<file path="config.mk">
export PLATFORM = sky130hd
export DESIGN_NAME = cmd_hdr_parser
export DESIGN_NICKNAME = d
export VERILOG_FILES = /design/src/rtl/cmdp_pkg.sv /design/src/rtl/cmdp_hdr_decode.sv /design/src/rtl/cmdp_seq.sv /design/src/rtl/cmdp_payload_store.sv /design/src/rtl/cmd_hdr_parser.sv
export SDC_FILE = /design/constraint.sdc
export NUM_CORES = 1
export LEC_CHECK = 0
export BUFFER_PORTS_ARGS = -buffer_cell sky130_fd_sc_hd__buf_2
export CAP_MARGIN = 20
export CELL_PAD_IN_SITES_DETAIL_PLACEMENT = 0
export CELL_PAD_IN_SITES_GLOBAL_PLACEMENT = 2
export CORE_AREA = 8 8 253 255
export DETAILED_ROUTE_END_ITERATION = 7
export DIE_AREA = 0 0 261 263
export PLACE_DENSITY_LB_ADDON = 0.3
export SKIP_LAST_GASP = 1
export SLEW_MARGIN = 20
export SYNTH_ARGS = -nofsm -noshare
export SYNTH_HDL_FRONTEND = slang
export SYNTH_SLANG_ARGS = --single-unit
export TNS_END_PERCENT = 100
</file>
<file path="constraint.sdc">
create_clock -name clk -period 2.8 [get_ports clk]
set_clock_uncertainty 0.1 [all_clocks]
set_input_delay 0.56 -clock clk [delete_from_list [all_inputs] [get_ports clk]]
set_output_delay 0.56 -clock clk [all_outputs]
set_load 0.01 [all_outputs]
</file>
<file path="src/rtl/cmdp_pkg.sv">
package cmdp_pkg;

    localparam int WORD_W    = 32;
    localparam int CODE_W    = 4;
    localparam int LEN_W     = 4;
    localparam int GLEN_W    = 19;
    localparam int MAX_WORDS = (1 << LEN_W) - 1;

    typedef enum logic [CODE_W-1:0] {
        OP_NONE    = 4'd0,
        OP_INST    = 4'd1,
        OP_RESEED  = 4'd2,
        OP_GEN     = 4'd3,
        OP_UPDATE  = 4'd4,
        OP_UNINST  = 4'd5
    } op_e;

    typedef struct packed {
        logic [GLEN_W-1:0] glen;
        logic              entropy;
        logic [LEN_W-1:0]  nwords;
        logic [CODE_W-1:0] code;
    } hdr_t;

    typedef enum logic [1:0] {
        PS_IDLE,
        PS_COLLECT,
        PS_DISCARD,
        PS_OFFER
    } pstate_e;

    function automatic hdr_t split_header(input logic [WORD_W-1:0] w);
        hdr_t h;
        h.code    = w[3:0];
        h.nwords  = w[7:4];
        h.entropy = w[8];
        h.glen    = w[30:12];
        return h;
    endfunction

    function automatic logic header_legal(input hdr_t h);
        logic known;
        known = (h.code >= OP_INST) && (h.code <= OP_UNINST);
        if (h.code == OP_GEN && h.glen == '0) begin
            known = 1'b0;
        end
        return known;
    endfunction

endpackage

</file>
<file path="src/rtl/cmdp_hdr_decode.sv">
module cmdp_hdr_decode
    import cmdp_pkg::*;
(
    input  logic [WORD_W-1:0] word,
    output hdr_t              hdr,
    output logic              legal
);
    always_comb begin
        hdr   = split_header(word);
        legal = header_legal(hdr);
    end
endmodule

</file>
<file path="src/rtl/cmdp_seq.sv">
module cmdp_seq
    import cmdp_pkg::*;
(
    input  logic             clk,
    input  logic             rst,
    input  logic             wr_en,
    input  hdr_t             hdr_in,
    input  logic             hdr_ok,
    input  logic             take,
    output pstate_e          state,
    output hdr_t             hdr_q,
    output logic             err_q,
    output logic             hdr_stb,
    output logic             pay_stb,
    output logic [LEN_W-1:0] pay_idx
);
    logic [LEN_W-1:0] remain;

    assign hdr_stb = wr_en && (state == PS_IDLE);
    assign pay_stb = wr_en && (state == PS_COLLECT);

    always_ff @(posedge clk) begin
        if (rst) begin
            state   <= PS_IDLE;
            hdr_q   <= '0;
            err_q   <= 1'b0;
            remain  <= '0;
            pay_idx <= '0;
        end else begin
            unique case (state)
                PS_IDLE: begin
                    if (wr_en) begin
                        hdr_q   <= hdr_in;
                        remain  <= hdr_in.nwords;
                        pay_idx <= '0;
                        if (hdr_ok) begin
                            err_q <= 1'b0;
                            state <= (hdr_in.nwords == '0) ? PS_OFFER : PS_COLLECT;
                        end else begin
                            err_q <= 1'b1;
                            state <= (hdr_in.nwords == '0) ? PS_IDLE : PS_DISCARD;
                        end
                    end
                end
                PS_COLLECT: begin
                    if (wr_en) begin
                        pay_idx <= pay_idx + 1'b1;
                        remain  <= remain - 1'b1;
                        if (remain == LEN_W'(1)) begin
                            state <= PS_OFFER;
                        end
                    end
                end
                PS_DISCARD: begin
                    if (wr_en) begin
                        remain <= remain - 1'b1;
                        if (remain == LEN_W'(1)) begin
                            state <= PS_IDLE;
                        end
                    end
                end
                PS_OFFER: begin
                    if (take) begin
                        state <= PS_IDLE;
                    end
                end
                default: state <= PS_IDLE;
            endcase
        end
    end
endmodule

</file>
<file path="src/rtl/cmdp_payload_store.sv">
module cmdp_payload_store
    import cmdp_pkg::*;
#(
    parameter int DEPTH = MAX_WORDS,
    parameter int IDX_W = LEN_W
) (
    input  logic                    clk,
    input  logic                    rst,
    input  logic                    clear,
    input  logic                    wr,
    input  logic [IDX_W-1:0]        idx,
    input  logic [WORD_W-1:0]       data,
    output logic [DEPTH*WORD_W-1:0] flat
);
    for (genvar g = 0; g < DEPTH; g++) begin : g_slot
        logic [WORD_W-1:0] slot_q;
        always_ff @(posedge clk) begin
            if (rst || clear) begin
                slot_q <= '0;
            end else if (wr && idx == IDX_W'(g)) begin
                slot_q <= data;
            end
        end
        assign flat[g*WORD_W +: WORD_W] = slot_q;
    end
endmodule

</file>
<file path="src/rtl/cmd_hdr_parser.sv">
module cmd_hdr_parser
    import cmdp_pkg::*;
#(
    parameter int PAY_WORDS = MAX_WORDS
) (
    input  logic                        clk,
    input  logic                        rst,
    input  logic                        wr_en,
    input  logic [WORD_W-1:0]           wr_data,
    output logic                        cmd_valid,
    input  logic                        cmd_ready,
    output logic [CODE_W-1:0]           cmd_code,
    output logic [LEN_W-1:0]            cmd_nwords,
    output logic                        cmd_entropy,
    output logic [GLEN_W-1:0]           cmd_glen,
    output logic [PAY_WORDS*WORD_W-1:0] cmd_payload,
    output logic                        sts_ready,
    output logic                        sts_busy,
    output logic                        sts_error
);
    hdr_t             dec_hdr;
    logic             dec_ok;
    pstate_e          state;
    hdr_t             hdr_q;
    logic             err_q;
    logic             hdr_stb;
    logic             pay_stb;
    logic [LEN_W-1:0] pay_idx;

    cmdp_hdr_decode i_dec (
        .word  (wr_data),
        .hdr   (dec_hdr),
        .legal (dec_ok)
    );

    cmdp_seq i_seq (
        .clk     (clk),
        .rst     (rst),
        .wr_en   (wr_en),
        .hdr_in  (dec_hdr),
        .hdr_ok  (dec_ok),
        .take    (cmd_ready),
        .state   (state),
        .hdr_q   (hdr_q),
        .err_q   (err_q),
        .hdr_stb (hdr_stb),
        .pay_stb (pay_stb),
        .pay_idx (pay_idx)
    );

    cmdp_payload_store #(
        .DEPTH (PAY_WORDS),
        .IDX_W (LEN_W)
    ) i_store (
        .clk   (clk),
        .rst   (rst),
        .clear (hdr_stb),
        .wr    (pay_stb),
        .idx   (pay_idx),
        .data  (wr_data),
        .flat  (cmd_payload)
    );

    assign cmd_valid   = (state == PS_OFFER);
    assign cmd_code    = hdr_q.code;
    assign cmd_nwords  = hdr_q.nwords;
    assign cmd_entropy = hdr_q.entropy;
    assign cmd_glen    = hdr_q.glen;
    assign sts_busy    = (state != PS_IDLE);
    assign sts_error   = err_q;
    assign sts_ready   = (state == PS_IDLE) && !err_q;
endmodule

</file>
; ---- Yosys cells after proc, flatten, opt, wreduce, memory -nomap -nowiden
; Index checks and enable logic that the tools add are counted.
[totals]
reg_bits = 519
out_inout_bits = 512
inputBits = 36
word_cells = 105
[classes]
reduce_logical = 34
mux = 18
order_cmp = 2
eq_ne = 26
addsub = 2
[op_table]
columns = op, n
row1 = $eq A4 B4 Y1 const B, 7
row2 = $logic_and A1 B1 Y1, 20
row3 = $logic_not A19 Y1, 1
row4 = $mux W2, 9
row5 = $eq A4 B3 Y1 const B, 4
row6 = $mux W4, 4
row7 = $pmux W4 S2, 2
row8 = $eq A4 B2 Y1 const B, 3
row9 = $eq A4 B1 Y1 const B, 2
row10 = $logic_not A4 Y1, 2
row11 = $ne A2 B2 Y1 const B, 4
row12 = $pmux W2 S4, 1
row13 = $ne A2 B1 Y1 const B, 3
row14 = $reduce_and A3 Y1, 2
row15 = $reduce_and A6 Y1, 1
row16 = $reduce_bool A2 Y1, 3
row17 = $add A4 B1 Y4 const B, 1
row18 = $eq A2 B2 Y1 const B, 2
row19 = $ge A4 B1 Y1 const B, 1
row20 = $le A4 B3 Y1 const B, 1
row21 = $sub A4 B1 Y4 const B, 1
row22 = $eq A2 B1 Y1 const B, 1
row23 = $logic_not A2 Y1, 1
row24 = $mux W1, 2
row25 = other kinds (4), 4

; ---- Logic depth before layout (Yosys ltp)
[depth]
ltp_word = 6
depth_mapped = 8

; ---- Cells and area by module
; From an unflattened synthesis, not the netlist that was laid out.
[unflattened]
hier_cells = 1880
area_unflattened_um2 = 19183.4
[modules_own_cells]
columns = mod, cells_each, n_inst, area_each_um2
row1 = cmdp_payload_store, 1635, 1, 17202.7
row2 = cmdp_seq, 204, 1, 1676.6
row3 = cmdp_hdr_decode, 38, 1, 285.3
row4 = cmd_hdr_parser, 3, 1, 18.8

; ---- Worst setup path after synthesis
; OpenSTA, ideal clock, no wires.
[synth_timing]
kind = input port to flip-flop
start = input wr_data[5]
end = register i_seq.state[1]
setup_ns = 0.139
n_path_buf = 1
arrival_time_ns = 1.704
cell_stages = 5
required_ns = 2.561
slack_ns = 0.856
path_cell_list = buf_2 > nor4_2 > and4b_1 > a2111oi_0 > a221oi_1
[synth_via]
elab_chain_len = 5
elab_cells_between_ends = 6
cone_classes = mux (5) / reduce/logical (1)
[synth_lines]
columns = item, line
row1 = start: declaration, cmd_hdr_parser.sv:9  ; input logic [WORD_W-1:0] wr_data,
row2 = $logic_not A4 Y1 (*), "cmdp_seq.sv:38, cmdp_seq.sv:41"
row3 = "$mux W2, on equally long branches", "cmdp_seq.sv:41, cmdp_seq.sv:38"
row4 = $mux W2 (*), cmdp_seq.sv:36  ; if (hdr_ok) begin
row5 = $mux W2 (*), cmdp_seq.sv:32  ; if (wr_en) begin
row6 = $pmux W2 S4 (*), cmdp_seq.sv:30  ; unique case (state)
row7 = end signal: assignment, cmdp_seq.sv:38  ; state <= (hdr_in.nwords == '0) ? PS_OFFER : PS_COLLECT;
row8 = end signal: assignment, cmdp_seq.sv:41  ; state <= (hdr_in.nwords == '0) ? PS_IDLE : PS_DISCARD;
row9 = end: declaration, cmdp_seq.sv:10  ; output pstate_e state,
; Every way passes the cells marked *; elsewhere a longest branch is shown, timed or not. The select of a mux whose other input is x is not followed.
; A chain may end at the register's enable or synchronous reset.

; ---- Final worst setup path
[layout_timing]
start = register i_seq.state[1]
end = register i_store.g_slot[11].slot_q[4]
[layout_via]
elab_chain_len = 3
elab_cells_between_ends = 6
cone_classes = eq/ne (1) / reduce/logical (5)
[layout_lines]
columns = item, line
row1 = $eq A2 B1 Y1 or $logic_not A2 Y1 (tied branches), "cmdp_seq.sv:20, cmdp_seq.sv:19"
row2 = "$logic_and A1 B1 Y1, on equally long branches", "cmdp_seq.sv:20, cmdp_seq.sv:19"
row3 = $logic_and A1 B1 Y1 or $logic_or A1 B1 Y1 (tied branches), "cmdp_payload_store.sv:20, cmdp_payload_store.sv:18"
row4 = end signal: assignment, cmdp_payload_store.sv:21  ; slot_q <= data;
row5 = end: declaration, cmdp_payload_store.sv:16  ; logic [WORD_W-1:0] slot_q;
; Several ways; a longest one is shown, not always the timed one.

==> metrics.txt <==
Num CTS Buffers 56; Hold-fix buffers, CTS 0; initial antenna violation count 5; postcts setup bufs 0; Synth area leader dfxtp_1; I/O Pins 548; status finished clean; Max Slew Vio Count 0; layout cell share with drive strength beyond 1 0.264; largest net degree at the start of global routing 105; Critical Path End Type flip-flop; Synth top area share 0.564; min cycle time layout 2.51 ns; ys async rst share 0; DR WL/cell 23.4 um; synthesized cell area 18,400 um2; hold depth 3; drt pass-1 iters 5; ys flop type dfxtp_1; Reg2Reg Depth 6; Mapped Avg Cell Area 7.87 um2; Leak 9.70 nW; Setup Viol. Count Final 0; Worst Hold Class input pin to flip-flop; clock-pin slew on the worst setup and hold paths 0.07 ns; synthesis-to-layout area growth 30.7%; Tot GR Track Use 0.238; P per Cell Area 706 nW/um2; DIE HEIGHT 263 um; Worst VDD drop 0.433 mV; CTS Buffer Depth 3; Placed Instance Area 22,200 um2; post-placement setup slack 0.269 ns; Unique masters post-synth 45; Ys Warns 0; initial core utilization 0.308; Vias 17.7k; clock insertion delay at the later pin of the skew report 0.60 ns; final core utilization 0.402; Fillers 6,231; Worst EP required 3.18 ns; r2r startpoint i_seq.state[1]; Hold Path Sink i_store.g_slot[2].slot_q[2]; Syn Inst Count 2,343; Sink Count 519; fin nets 2,859; # resized after CTS 0; CP arrival 2.89 ns; Final Cycle Share 0.897; core area 59,900 um2; TNS Setup 0 ns; maximum clock frequency 398 MHz; fin cells 3,639; clock root buffer clkbuf_16; GPL Wtd Cong 0.818; top-count cell post-synth nand2_1; Post-synth top cells nand2_1 (979), dfxtp_1 (519), a21oi_1 (489); R2R Setup Slk 0.29 ns; number of flops mapped to enable cells by yosys 0; RSZ-0062 raised after global routing no; antenna-violating nets left 0; Yosys reg bits 519; # placed instances 3,535; Routed WL 85.1 mm; PnR worst setup slack 0.287 ns; hpwl dp 59.1 mm; PortBufs 547; r2r endpoint i_store.g_slot[11].slot_q[4]; Max FO, Critical Path 32; first-pass GRT wire length 122 mm; Fin. Hold Viols 0; min-delay src wr_data[2]; DRC 0; vias in the first global route 17.0k; DR iter-0 viols 1,371; total grt overflow 0; die area 68,600 um2; routed vias/inst 4.86; die width 261 um; Worst-Margin Slew 0.847 ns; syn nets 2,391; H-tree levels 2; synth top area cells dfxtp_1 (56%), nand2_1 (20%), a21oi_1 (13%), clkbuf_1 (2.8%), buf_2 (1.8%); CTS tree yes; WS Path Type flip-flop to flip-flop; max_cap viols 0; FP Rows 90; Worst slew margin 0.436; n_diodes 0; register area share after synthesis 0.564; Final Cell Area 24,100 um2; Critical Path Start Type flip-flop
[cells in the final DEF, fill, tap and decap left out, drive strengths merged, types with 3 or more instances in the layout]
cell	count
nor4	5
and3	3
buf	629
nor2b	4
clkinv	14
dfxtp	519
a22o	29
ha	12
a21oi	489
or3	3
nor4b	3
nand3	7
inv	10
clkbuf	84
or2	3
nor3	6
nand2	979
bufinv	4
nand2b	4
nor2	20
o21ai	5
[layout make-up]
| cell class | instances | area (um2) | share of cell area |
|---|---|---|---|
| flip-flops and latches | 519 | 10400 | 0.431 |
| multi-input cells | 1595 | 7210 | 0.299 |
| repair buffers | 629 | 3540 | 0.147 |
| clock buffers | 84 | 1710 | 0.0710 |
| well taps | 782 | 978 | 0.0406 |
| clock inverters | 20 | 216 | 0.00899 |
| inverters | 10 | 37.5 | 0.00156 |
[stage by stage]
stage          total power, mW  hold WS, ns
6_report                  17.0        0.139
5_1_grt                   17.6        0.137
4_1_cts                   17.2       0.0964
3_5_place_dp              9.48        0.343
3_3_place_gp              9.46        0.339
2_1_floorplan             8.77        0.358
[worst max path at each step]
| stage | startpoint | end |
|---|---|---|
| 6_report | i_seq.state[1] | i_store.g_slot[11].slot_q[4] |
| 5_1_grt | i_seq.state[1] | i_store.g_slot[11].slot_q[23] |
| 4_1_cts | i_seq.state[1] | i_store.g_slot[11].slot_q[24] |
| 3_5_place_dp | i_seq.state[1] | i_store.g_slot[11].slot_q[24] |
| 3_3_place_gp | i_seq.state[1] | i_store.g_slot[6].slot_q[21] |
| 2_1_floorplan | wr_data[5] | i_seq.state[1] |
[routing by layer]
metal	routed length (um)	GRT usage	up-vias	part of all wire
met5	0	0	-	0
met4	1860	0.0540	0	0.022
met3	7150	0.0711	104	0.084
met2	41200	0.406	586	0.48
met1	34900	0.291	8491	0.41
li1	-	-	8491	-
[registers in the layout, summed over array words and instances, names as in the netlist]
| name | count |
|---|---|
| i_seq.remain | 4 |
| i_seq.err_q | 1 |
| i_seq.state | 2 |
| i_seq.pay_idx | 4 |
| i_store.g_slot.slot_q | 480 |
| i_seq.hdr_q | 28 |
[critical path: stages (launching register included)]
cell and delay, ns:
dfxtp_1 0.34, inv_1 0.13, ha_1 0.45, nand3_1 0.37, or2_2 0.69, nand2_1 0.19, a21oi_1 0.08
[where the power goes]
group	leakage, nW	total [mW]	internal, mW	switching (mW)
logic	4.56	1.69	0.469	1.23
clock network	0.956	7.70	4.57	3.13
registers	4.18	7.61	7.51	0.0981
total	9.70	17.0	12.6	4.45
[cells by family (layout without fill, tap and decap cells)]
kind of cell | after synthesis | in the layout | share of synthesized area
AOI/OAI and AO/OA | 536 | 536 | 0.154
adders and majority gates | 12 | 12 | 0.00815
buffers and inverters | 229 | 743 | 0.0516
DFF | 519 | 519 | 0.564
muxes | 3 | 3 | 0.00170
and+or+nand+nor | 1044 | 1044 | 0.221
No activity file was read; power rests on OpenSTA's default activity.
